### config.mk
export PLATFORM = sky130hd
export DESIGN_NAME = ps_cfg_loader
export DESIGN_NICKNAME = d
export VERILOG_FILES = /design/src/rtl/ps_cfg_pkg.sv /design/src/rtl/ps_cfg_rst_timer.sv /design/src/rtl/ps_cfg_serializer.sv /design/src/rtl/ps_cfg_status_sync.sv /design/src/rtl/ps_cfg_ctrl.sv /design/src/rtl/ps_cfg_loader.sv
export SDC_FILE = /design/constraint.sdc
export NUM_CORES = 1
export LEC_CHECK = 0
export BUFFER_PORTS_ARGS = -buffer_cell sky130_fd_sc_hd__buf_4
export CELL_PAD_IN_SITES_DETAIL_PLACEMENT = 0
export CELL_PAD_IN_SITES_GLOBAL_PLACEMENT = 1
export CORE_MARGIN = 4
export CORE_UTILIZATION = 47
export CTS_CLUSTER_SIZE = 20
export DETAILED_ROUTE_END_ITERATION = 10
export HOLD_SLACK_MARGIN = 0.06
export PLACE_DENSITY = 0.81
export REMOVE_ABC_BUFFERS = 1
export SLEW_MARGIN = 20
export SYNTH_ARGS = -nofsm -noshare
export SYNTH_HDL_FRONTEND = slang
export SYNTH_SLANG_ARGS = --single-unit
export TNS_END_PERCENT = 20
### constraint.sdc
create_clock -name clk_i -period 3.2 [get_ports clk_i]
set_input_delay 0.64 -clock clk_i [delete_from_list [all_inputs] [get_ports clk_i]]
set_output_delay 0.64 -clock clk_i [all_outputs]
set_load 0.02 [all_outputs]
### src/rtl/ps_cfg_pkg.sv
package ps_cfg_pkg;
  typedef enum logic [1:0] {
    ST_IDLE  = 2'd0,
    ST_RST   = 2'd1,
    ST_LOAD  = 2'd2,
    ST_FLUSH = 2'd3
  } ps_state_e;

  localparam int unsigned BYTE_BITS = 8;
endpackage

### src/rtl/ps_cfg_rst_timer.sv
module ps_cfg_rst_timer #(
  parameter int unsigned CYCLES = 200,
  localparam int unsigned CNT_W = $clog2(CYCLES + 1)
) (
  input  logic clk_i,
  input  logic rst_ni,
  input  logic start_i,
  output logic zero_o
);
  logic [CNT_W-1:0] cnt_q;

  always_ff @(posedge clk_i or negedge rst_ni) begin
    if (!rst_ni)                 cnt_q <= '0;
    else if (start_i)            cnt_q <= CNT_W'(CYCLES);
    else if (cnt_q != '0)        cnt_q <= cnt_q - CNT_W'(1);
  end

  assign zero_o = (cnt_q == '0);
endmodule

### src/rtl/ps_cfg_serializer.sv
module ps_cfg_serializer
  import ps_cfg_pkg::*;
#(
  parameter int unsigned FLUSH_CLKS = 50,
  localparam int unsigned MAX_BITS = (FLUSH_CLKS > BYTE_BITS) ? FLUSH_CLKS : BYTE_BITS,
  localparam int unsigned REM_W = $clog2(MAX_BITS + 1)
) (
  input  logic       clk_i,
  input  logic       rst_ni,
  input  logic       load_byte_i,
  input  logic       load_zero_i,
  input  logic [7:0] byte_i,
  output logic       idle_o,
  output logic       cfg_clk_o,
  output logic       cfg_data_o
);
  logic [7:0]       shreg_q;
  logic [REM_W-1:0] rem_q;
  logic             hi_q;

  always_ff @(posedge clk_i or negedge rst_ni) begin
    if (!rst_ni) begin
      shreg_q <= '0;
      rem_q   <= '0;
      hi_q    <= 1'b0;
    end else if (rem_q == '0) begin
      hi_q <= 1'b0;
      if (load_byte_i) begin
        shreg_q <= byte_i;
        rem_q   <= REM_W'(BYTE_BITS);
      end else if (load_zero_i) begin
        shreg_q <= '0;
        rem_q   <= REM_W'(FLUSH_CLKS);
      end
    end else if (!hi_q) begin
      hi_q <= 1'b1;
    end else begin
      // falling edge: advance to next bit
      hi_q    <= 1'b0;
      shreg_q <= {1'b0, shreg_q[7:1]};
      rem_q   <= rem_q - REM_W'(1);
    end
  end

  assign idle_o     = (rem_q == '0);
  assign cfg_clk_o  = hi_q;
  assign cfg_data_o = shreg_q[0];
endmodule

### src/rtl/ps_cfg_status_sync.sv
module ps_cfg_status_sync #(
  parameter int unsigned WIDTH  = 2,
  parameter int unsigned STAGES = 2
) (
  input  logic             clk_i,
  input  logic             rst_ni,
  input  logic [WIDTH-1:0] async_i,
  output logic [WIDTH-1:0] sync_o
);
  logic [WIDTH-1:0] stage_q [STAGES];

  for (genvar s = 0; s < STAGES; s++) begin : g_stage
    always_ff @(posedge clk_i or negedge rst_ni) begin
      if (!rst_ni) stage_q[s] <= '0;
      else if (s == 0) stage_q[s] <= async_i;
      else stage_q[s] <= stage_q[(s == 0) ? 0 : s-1];
    end
  end

  assign sync_o = stage_q[STAGES-1];
endmodule

### src/rtl/ps_cfg_ctrl.sv
module ps_cfg_ctrl
  import ps_cfg_pkg::*;
(
  input  logic       clk_i,
  input  logic       rst_ni,
  input  logic       start_i,
  input  logic       in_valid_i,
  input  logic       in_last_i,
  input  logic       tmr_zero_i,
  input  logic       ser_idle_i,
  input  logic [1:0] status_i,
  output logic       tmr_start_o,
  output logic       ser_load_byte_o,
  output logic       ser_load_zero_o,
  output logic       in_ready_o,
  output logic       busy_o,
  output logic       pwr_en_no,
  output logic       done_o,
  output logic       error_o,
  output logic [1:0] status_o
);
  ps_state_e state_q, state_d;
  logic      last_q;
  logic      pwr_q;
  logic      done_q, err_q;
  logic [1:0] stat_q;
  logic      finish;

  assign tmr_start_o     = (state_q == ST_IDLE) && start_i;
  assign in_ready_o      = (state_q == ST_LOAD) && ser_idle_i && !last_q;
  assign ser_load_byte_o = in_ready_o && in_valid_i;
  assign ser_load_zero_o = (state_q == ST_LOAD) && ser_idle_i && last_q;
  assign finish          = (state_q == ST_FLUSH) && ser_idle_i;

  always_comb begin
    state_d = state_q;
    unique case (state_q)
      ST_IDLE:  if (start_i)         state_d = ST_RST;
      ST_RST:   if (tmr_zero_i)      state_d = ST_LOAD;
      ST_LOAD:  if (ser_load_zero_o) state_d = ST_FLUSH;
      ST_FLUSH: if (finish)          state_d = ST_IDLE;
      default:                       state_d = ST_IDLE;
    endcase
  end

  always_ff @(posedge clk_i or negedge rst_ni) begin
    if (!rst_ni) begin
      state_q <= ST_IDLE;
      last_q  <= 1'b0;
      pwr_q   <= 1'b0;
      done_q  <= 1'b0;
      err_q   <= 1'b0;
      stat_q  <= '0;
    end else begin
      state_q <= state_d;
      done_q  <= finish;
      err_q   <= finish && (status_i != 2'b11);
      if (tmr_start_o)                    pwr_q  <= 1'b1;
      if (ser_load_byte_o && in_last_i)   last_q <= 1'b1;
      else if (ser_load_zero_o)           last_q <= 1'b0;
      if (finish)                         stat_q <= status_i;
    end
  end

  assign busy_o    = (state_q != ST_IDLE);
  assign pwr_en_no = ~pwr_q;
  assign done_o    = done_q;
  assign error_o   = err_q;
  assign status_o  = stat_q;
endmodule

### src/rtl/ps_cfg_loader.sv
module ps_cfg_loader #(
  parameter int unsigned CLK_HZ     = 125_000_000,
  parameter int unsigned RST_US     = 200,
  parameter int unsigned FLUSH_CLKS = 50
) (
  input  logic       clk_i,
  input  logic       rst_ni,
  input  logic       start_i,
  input  logic       in_valid_i,
  input  logic [7:0] in_data_i,
  input  logic       in_last_i,
  output logic       in_ready_o,
  output logic       busy_o,
  output logic       pwr_en_no,
  output logic       cfg_rst_no,
  output logic       cfg_clk_o,
  output logic       cfg_data_o,
  input  logic       conf_done_i,
  input  logic       status_ni,
  output logic       done_o,
  output logic       error_o,
  output logic [1:0] status_o
);
  localparam int unsigned RST_CYCLES = (CLK_HZ / 1_000_000) * RST_US;

  logic       tmr_start, tmr_zero;
  logic       ser_idle, ser_load_byte, ser_load_zero;
  logic [1:0] status_sync;

  ps_cfg_rst_timer #(.CYCLES(RST_CYCLES)) u_timer (
    .clk_i  (clk_i),
    .rst_ni (rst_ni),
    .start_i(tmr_start),
    .zero_o (tmr_zero)
  );

  assign cfg_rst_no = tmr_zero;

  ps_cfg_serializer #(.FLUSH_CLKS(FLUSH_CLKS)) u_ser (
    .clk_i      (clk_i),
    .rst_ni     (rst_ni),
    .load_byte_i(ser_load_byte),
    .load_zero_i(ser_load_zero),
    .byte_i     (in_data_i),
    .idle_o     (ser_idle),
    .cfg_clk_o  (cfg_clk_o),
    .cfg_data_o (cfg_data_o)
  );

  ps_cfg_status_sync #(.WIDTH(2), .STAGES(2)) u_sync (
    .clk_i  (clk_i),
    .rst_ni (rst_ni),
    .async_i({conf_done_i, status_ni}),
    .sync_o (status_sync)
  );

  ps_cfg_ctrl u_ctrl (
    .clk_i          (clk_i),
    .rst_ni         (rst_ni),
    .start_i        (start_i),
    .in_valid_i     (in_valid_i),
    .in_last_i      (in_last_i),
    .tmr_zero_i     (tmr_zero),
    .ser_idle_i     (ser_idle),
    .status_i       (status_sync),
    .tmr_start_o    (tmr_start),
    .ser_load_byte_o(ser_load_byte),
    .ser_load_zero_o(ser_load_zero),
    .in_ready_o     (in_ready_o),
    .busy_o         (busy_o),
    .pwr_en_no      (pwr_en_no),
    .done_o         (done_o),
    .error_o        (error_o),
    .status_o       (status_o)
  );
endmodule

# Yosys cells after proc, flatten, opt, wreduce, memory -nomap -nowiden
# Cells that the tools add are included.
[classes]
reduce_logical = 19
n_mul = 0
bitwise_logic = 1
magnitude_cmp = 0
n_eq_ne = 9
div_mod_pow = 0
n_shift = 0
n_addsub = 2
muxes = 19
[ops]
columns = ["cell", "count"]
rows = [
  ["two-way mux 8 bit", 4],
  ["two-way mux 15 bit", 2],
  ["two-way mux 6 bit", 4],
  ["zero test 15 bit", 1],
  ["nonzero test 15 bit", 1],
  ["subtractor 15 x 1 -> 15 bit, second input constant", 1],
  ["logical AND 1 bit", 8],
  ["two-way mux 2 bit", 4],
  ["!= test 2 bit, second input constant", 4],
  ["case mux 2 bit (4 select lines)", 1],
  ["nonzero test 2 bit", 4],
  ["zero test 6 bit", 1],
  ["subtractor 6 x 1 -> 6 bit, second input constant", 1],
  ["equality test 2 bit, second input constant", 2],
  ["two-way mux 1 bit", 4],
  ["AND reduction 4 bit", 1],
  ["!= test 3 bit, second input constant", 1],
  ["equality test 2 x 1 -> 1 bit, second input constant", 1],
  ["zero test 2 bit", 1],
  ["!= test 2 x 1 -> 1 bit, second input constant", 1],
  ["AND reduction 2 bit", 1],
  ["zero test 1 bit", 1],
  ["NOT 1 bit", 1],
]
[word_totals]
ram_bits = 0
elab_cells = 62
latchBits = 0
in_bits = 15
mem_bits_ro = 0
memories = 0
out_inout_bits = 10
ff_bits = 42

# Logic depth before layout (Yosys ltp)
[logic_depth]
ltp_word = 6
depth_mapped = 9
mapped_depth_nobuf = 7

# Hierarchy
# Synthesis repeated with hierarchy kept, for this count alone.
[unflattened]
cells_unflattened = 207
hier_area_um2 = 2185.8
[by_module_without_submodules]
columns = ["module", "cells_each", "n_inst", "seq_area_each_um2", "area_each_um2"]
rows = [
  ["ps_cfg_serializer", 83, 1, 375.4, 815.8],
  ["ps_cfg_rst_timer", 81, 1, 375.4, 812.0],
  ["ps_cfg_ctrl", 37, 1, 200.2, 442.9],
  ["ps_cfg_status_sync", 6, 1, 100.1, 115.1],
]

# Worst setup path before layout
# OpenSTA, ideal clock, no wires.
[synth_timing]
path_kind = "reg-to-output"
start = "reg u_ser.rem_q[4]"
end = "out in_ready_o"
path_slack_ns = 1.068
arrival_ns = 1.492
stages_incl_launch_ff = 5
path_cell_list = "dfrtp_1 > or3_4 > nor2_1 > nand2_1 > nor2_1"
[synth_between]
elab_chain_cells = 3
[synth_rtl]
columns = ["item", "line", "source"]
rows = [
  ["start: declaration", "ps_cfg_serializer.sv:18", "logic [REM_W-1:0] rem_q;"],
  ["start signal: assignment", "ps_cfg_serializer.sv:30", "rem_q <= REM_W'(BYTE_BITS);"],
  ["start signal: assignment", "ps_cfg_serializer.sv:33", "rem_q <= REM_W'(FLUSH_CLKS);"],
  ["start signal: assignment", "ps_cfg_serializer.sv:41", "rem_q <= rem_q - REM_W'(1);"],
  ["zero test 6 bit", "ps_cfg_serializer.sv:45", "assign idle_o = (rem_q == '0);"],
  ["logical AND 1 bit (2 in series)", "ps_cfg_ctrl.sv:30", "assign in_ready_o = (state_q == ST_LOAD) && ser_idle_i && !last_q;"],
  ["end: declaration", "ps_cfg_loader.sv:12", "output logic in_ready_o,"],
]
# No other way between the ends.

# Worst setup path after layout
[layout_timing]
start = "reg u_timer.cnt_q[5]"
end = "out cfg_rst_no"
[layout_between]
elab_chain_cells = 1
[layout_rtl]
columns = ["item", "line", "source"]
rows = [
  ["start: declaration", "ps_cfg_rst_timer.sv:10", "logic [CNT_W-1:0] cnt_q;"],
  ["start signal: assignment", "ps_cfg_rst_timer.sv:14", "else if (start_i) cnt_q <= CNT_W'(CYCLES);"],
  ["start signal: assignment", "ps_cfg_rst_timer.sv:15", "else if (cnt_q != '0) cnt_q <= cnt_q - CNT_W'(1);"],
  ["zero test 15 bit", "ps_cfg_rst_timer.sv:18", "assign zero_o = (cnt_q == '0);"],
  ["end: declaration", "ps_cfg_loader.sv:15", "output logic cfg_rst_no,"],
]
# No other way between the ends.

==> reports/summary.txt <==
Final period util -> 0.842
antenna cells -> 0
Slew HR -> 0.524
Starting Density -> 0.491
RSZ-0062 raised after global routing -> no
die area -> 5350 sq um
CP arrival -> 2.05 ns
R2R Path Start -> u_timer.cnt_q[5]
Num CTS Buffers -> 5
Horiz. Die Dim -> 73.1 um
Max-Cap Viols -> 0
# IOs -> 25
M1 WL -> 1730 um
CP Launch Type -> flop
clock-pin slew on the worst setup and hold paths -> 0.08 ns
Max Buffers Root-to-Sink -> 2
Cell variety after synth -> 45
f_max -> 371 MHz
most frequent cells in the layout -> dfrtp_1, nor2_1, buf_4
CTS H-tree depth -> 2
top cells by area, synth -> dfrtp_1, nor2_1, nand2_1
area delta synth->final -> 16.1%
Leak -> 1.09 nW
latest clock arrival within the worst-skew pair -> 0.29 ns
post-cts sizing count -> 0
Vias -> 1547
result of the run -> complete, no violations
router iterations before antenna repair -> 4
Filler cells -> 365
final hold violations -> 0
Core Util, Final -> 0.570
Routed WL -> 3900 um
Die H -> 73.1 um
final setup TNS -> 0 ns
final setup fails -> 0
GRT Util Overall -> 0.165
commonest non-fill, non-tap cell in the layout -> dfrtp_1
nets@finish -> 247
fraction of layout instances using a drive strength above 1 -> 0.172
register-to-register setup slack -> 0.68 ns
max-slew violation count -> 0
crit-path max FO -> 11
setup bufs post-CTS -> 0
Std-Cell Rows -> 23
top sig layer -> met4
Max VDD drop -> 0.218 mV
reg-to-reg endpoint -> u_ctrl.state_q[1]
hold_buf cts -> 0
Synth Warn # -> 0
first-pass GRT wire length -> 6870 um
Synth Instances -> 199
Clk Tree Root Cell -> clkbuf_8
ANT nets after route -> 0
Core ar. -> 4060 sq um
PnR Total Power -> 1.36 mW
Clock Skew -> 0.00561 ns
Post-Synthesis Cell Area -> 1990 sq um
Yosys reg bits -> 42
Syn Area/Cell -> 10.0 sq um
met3 WL -> 181 um
CP Capture Point -> cfg_rst_no
GRT overflow -> 0
DRC Markers -> 0
met2 wire len -> 1940 um
Tmin final -> 2.69 ns
CTS tree -> yes
initial antenna violation count -> 0
routed length per instance -> 14.1 um
sequential area share after synthesis -> 0.527
leading area contributor after synthesis -> dfrtp_1
DRC violation total after the first TritonRoute iteration -> 116
crit end category -> output pin
Buffers on Ports -> 24
worst reg2reg path depth -> 5
sinks on the clock net -> 42
Critical Path Start -> u_timer.cnt_q[5]
Tightest Hold Check Type -> in -> async
CP Class -> reg -> out
slew of the pin with the lowest slew margin -> 0.709 ns
vias in the first global route -> 1566
critical path required time -> 2.56 ns
Via density -> 5.58
Pwr Density -> 586 nW/um^2
GPL Wtd Cong -> 0.791
DPL Wire Length -> 2800 um
post-synth top area share -> 0.527
pin count of the biggest net entering global routing -> 43
## per-stage QoR
step	setup slack, ns	hold WS, ns	cell area (sq um)	std cells
2_1_floorplan	1.04	0.331	1960	193
4_1_cts	0.517	0.333	2310	277
6_report	0.506	0.319	2310	277
3_3_place_gp	0.843	0.335	2220	269
3_5_place_dp	0.717	0.346	2220	269
5_1_grt	0.304	0.361	2310	277
## registers in the layout, indices dropped and copies added (netlist names), 2 cells and up
register / count
u_timer.cnt_q: 15
u_ser.shreg_q: 8
u_ser.rem_q: 6
u_ctrl.state_q: 2
u_ctrl.status_o: 2
u_sync.stage_q: 2
u_sync.sync_o: 2
## metal layers
layer,GRT usage,vias to the layer above
met2,0.289,33
met1,0.195,756
met3,0.0386,4
li1,-,754
met5,0,-
met4,0.0615,0
## where the power goes
part	total (mW)	switching [mW]	internal, mW	leakage, nW
clock network	0.353	0.179	0.173	0.0472
logic	0.341	0.191	0.150	0.521
registers	0.663	0.0662	0.596	0.518
## synth_stat cells (all sizes together)
cell	instances
dfrtp	42
nor2	29
nand2	21
inv	12
a21oi	9
o21ai	9
a221oi	7
ha	6
nand3	6
a211oi	4
mux2	4
nor3	4
xnor2	4
buf	3
clkbuf	3
nor2b	3
nor4	3
or3	3
xor2	3
a22o	2
a41oi	2
nand3b	2
nand4	2
nor4b	2
a221o	1
a31oi	1
and2	1
and3	1
and4b	1
mux2i	1
nand2b	1
nand4b	1
o21a	1
o2bb2ai	1
o31ai	1
o32a	1
or2	1
or4	1
## final cells by class
cell class | instances | area [sq um] | share of cell area
repair buffers | 26 | 195 | 0.0843
multi-input cells | 139 | 866 | 0.374
clock buffers | 6 | 82.6 | 0.0357
inverters | 12 | 45.0 | 0.0195
flip-flops and latches | 42 | 1050 | 0.454
clock inverters | 2 | 12.5 | 0.00541
well taps | 50 | 62.6 | 0.0270
## worst max-delay path: stages, from the launching register on
cell,delay [ns]
dfrtp_1,0.42
nor4_2,0.51
nand4_1,0.49
inv_1,0.19
buf_4,0.16
## kinds of logic after synthesis
family	after synthesis	synth area share
XOR/XNOR	7	0.0308
multiplexers	5	0.0276
flip-flops	42	0.527
AND/OR/NAND/NOR	82	0.205
adder cells (fa/ha/maj)	6	0.0377
AO/OA/AOI/OAI	39	0.134
buffers and inverters	18	0.0383
## how the worst min path moves through the flow
stage,to,cells after the start,start
2_1_floorplan,u_sync.sync_o[0],0,u_sync.stage_q[2]
5_1_grt,u_ctrl.state_q[1],1,rst_ni
4_1_cts,u_ctrl.state_q[1],1,rst_ni
3_5_place_dp,u_sync.sync_o[1],0,u_sync.stage_q[3]
6_report,u_sync.stage_q[2],1,rst_ni
3_3_place_gp,u_sync.sync_o[1],0,u_sync.stage_q[3]
No activity file was read; power rests on OpenSTA's default activity.
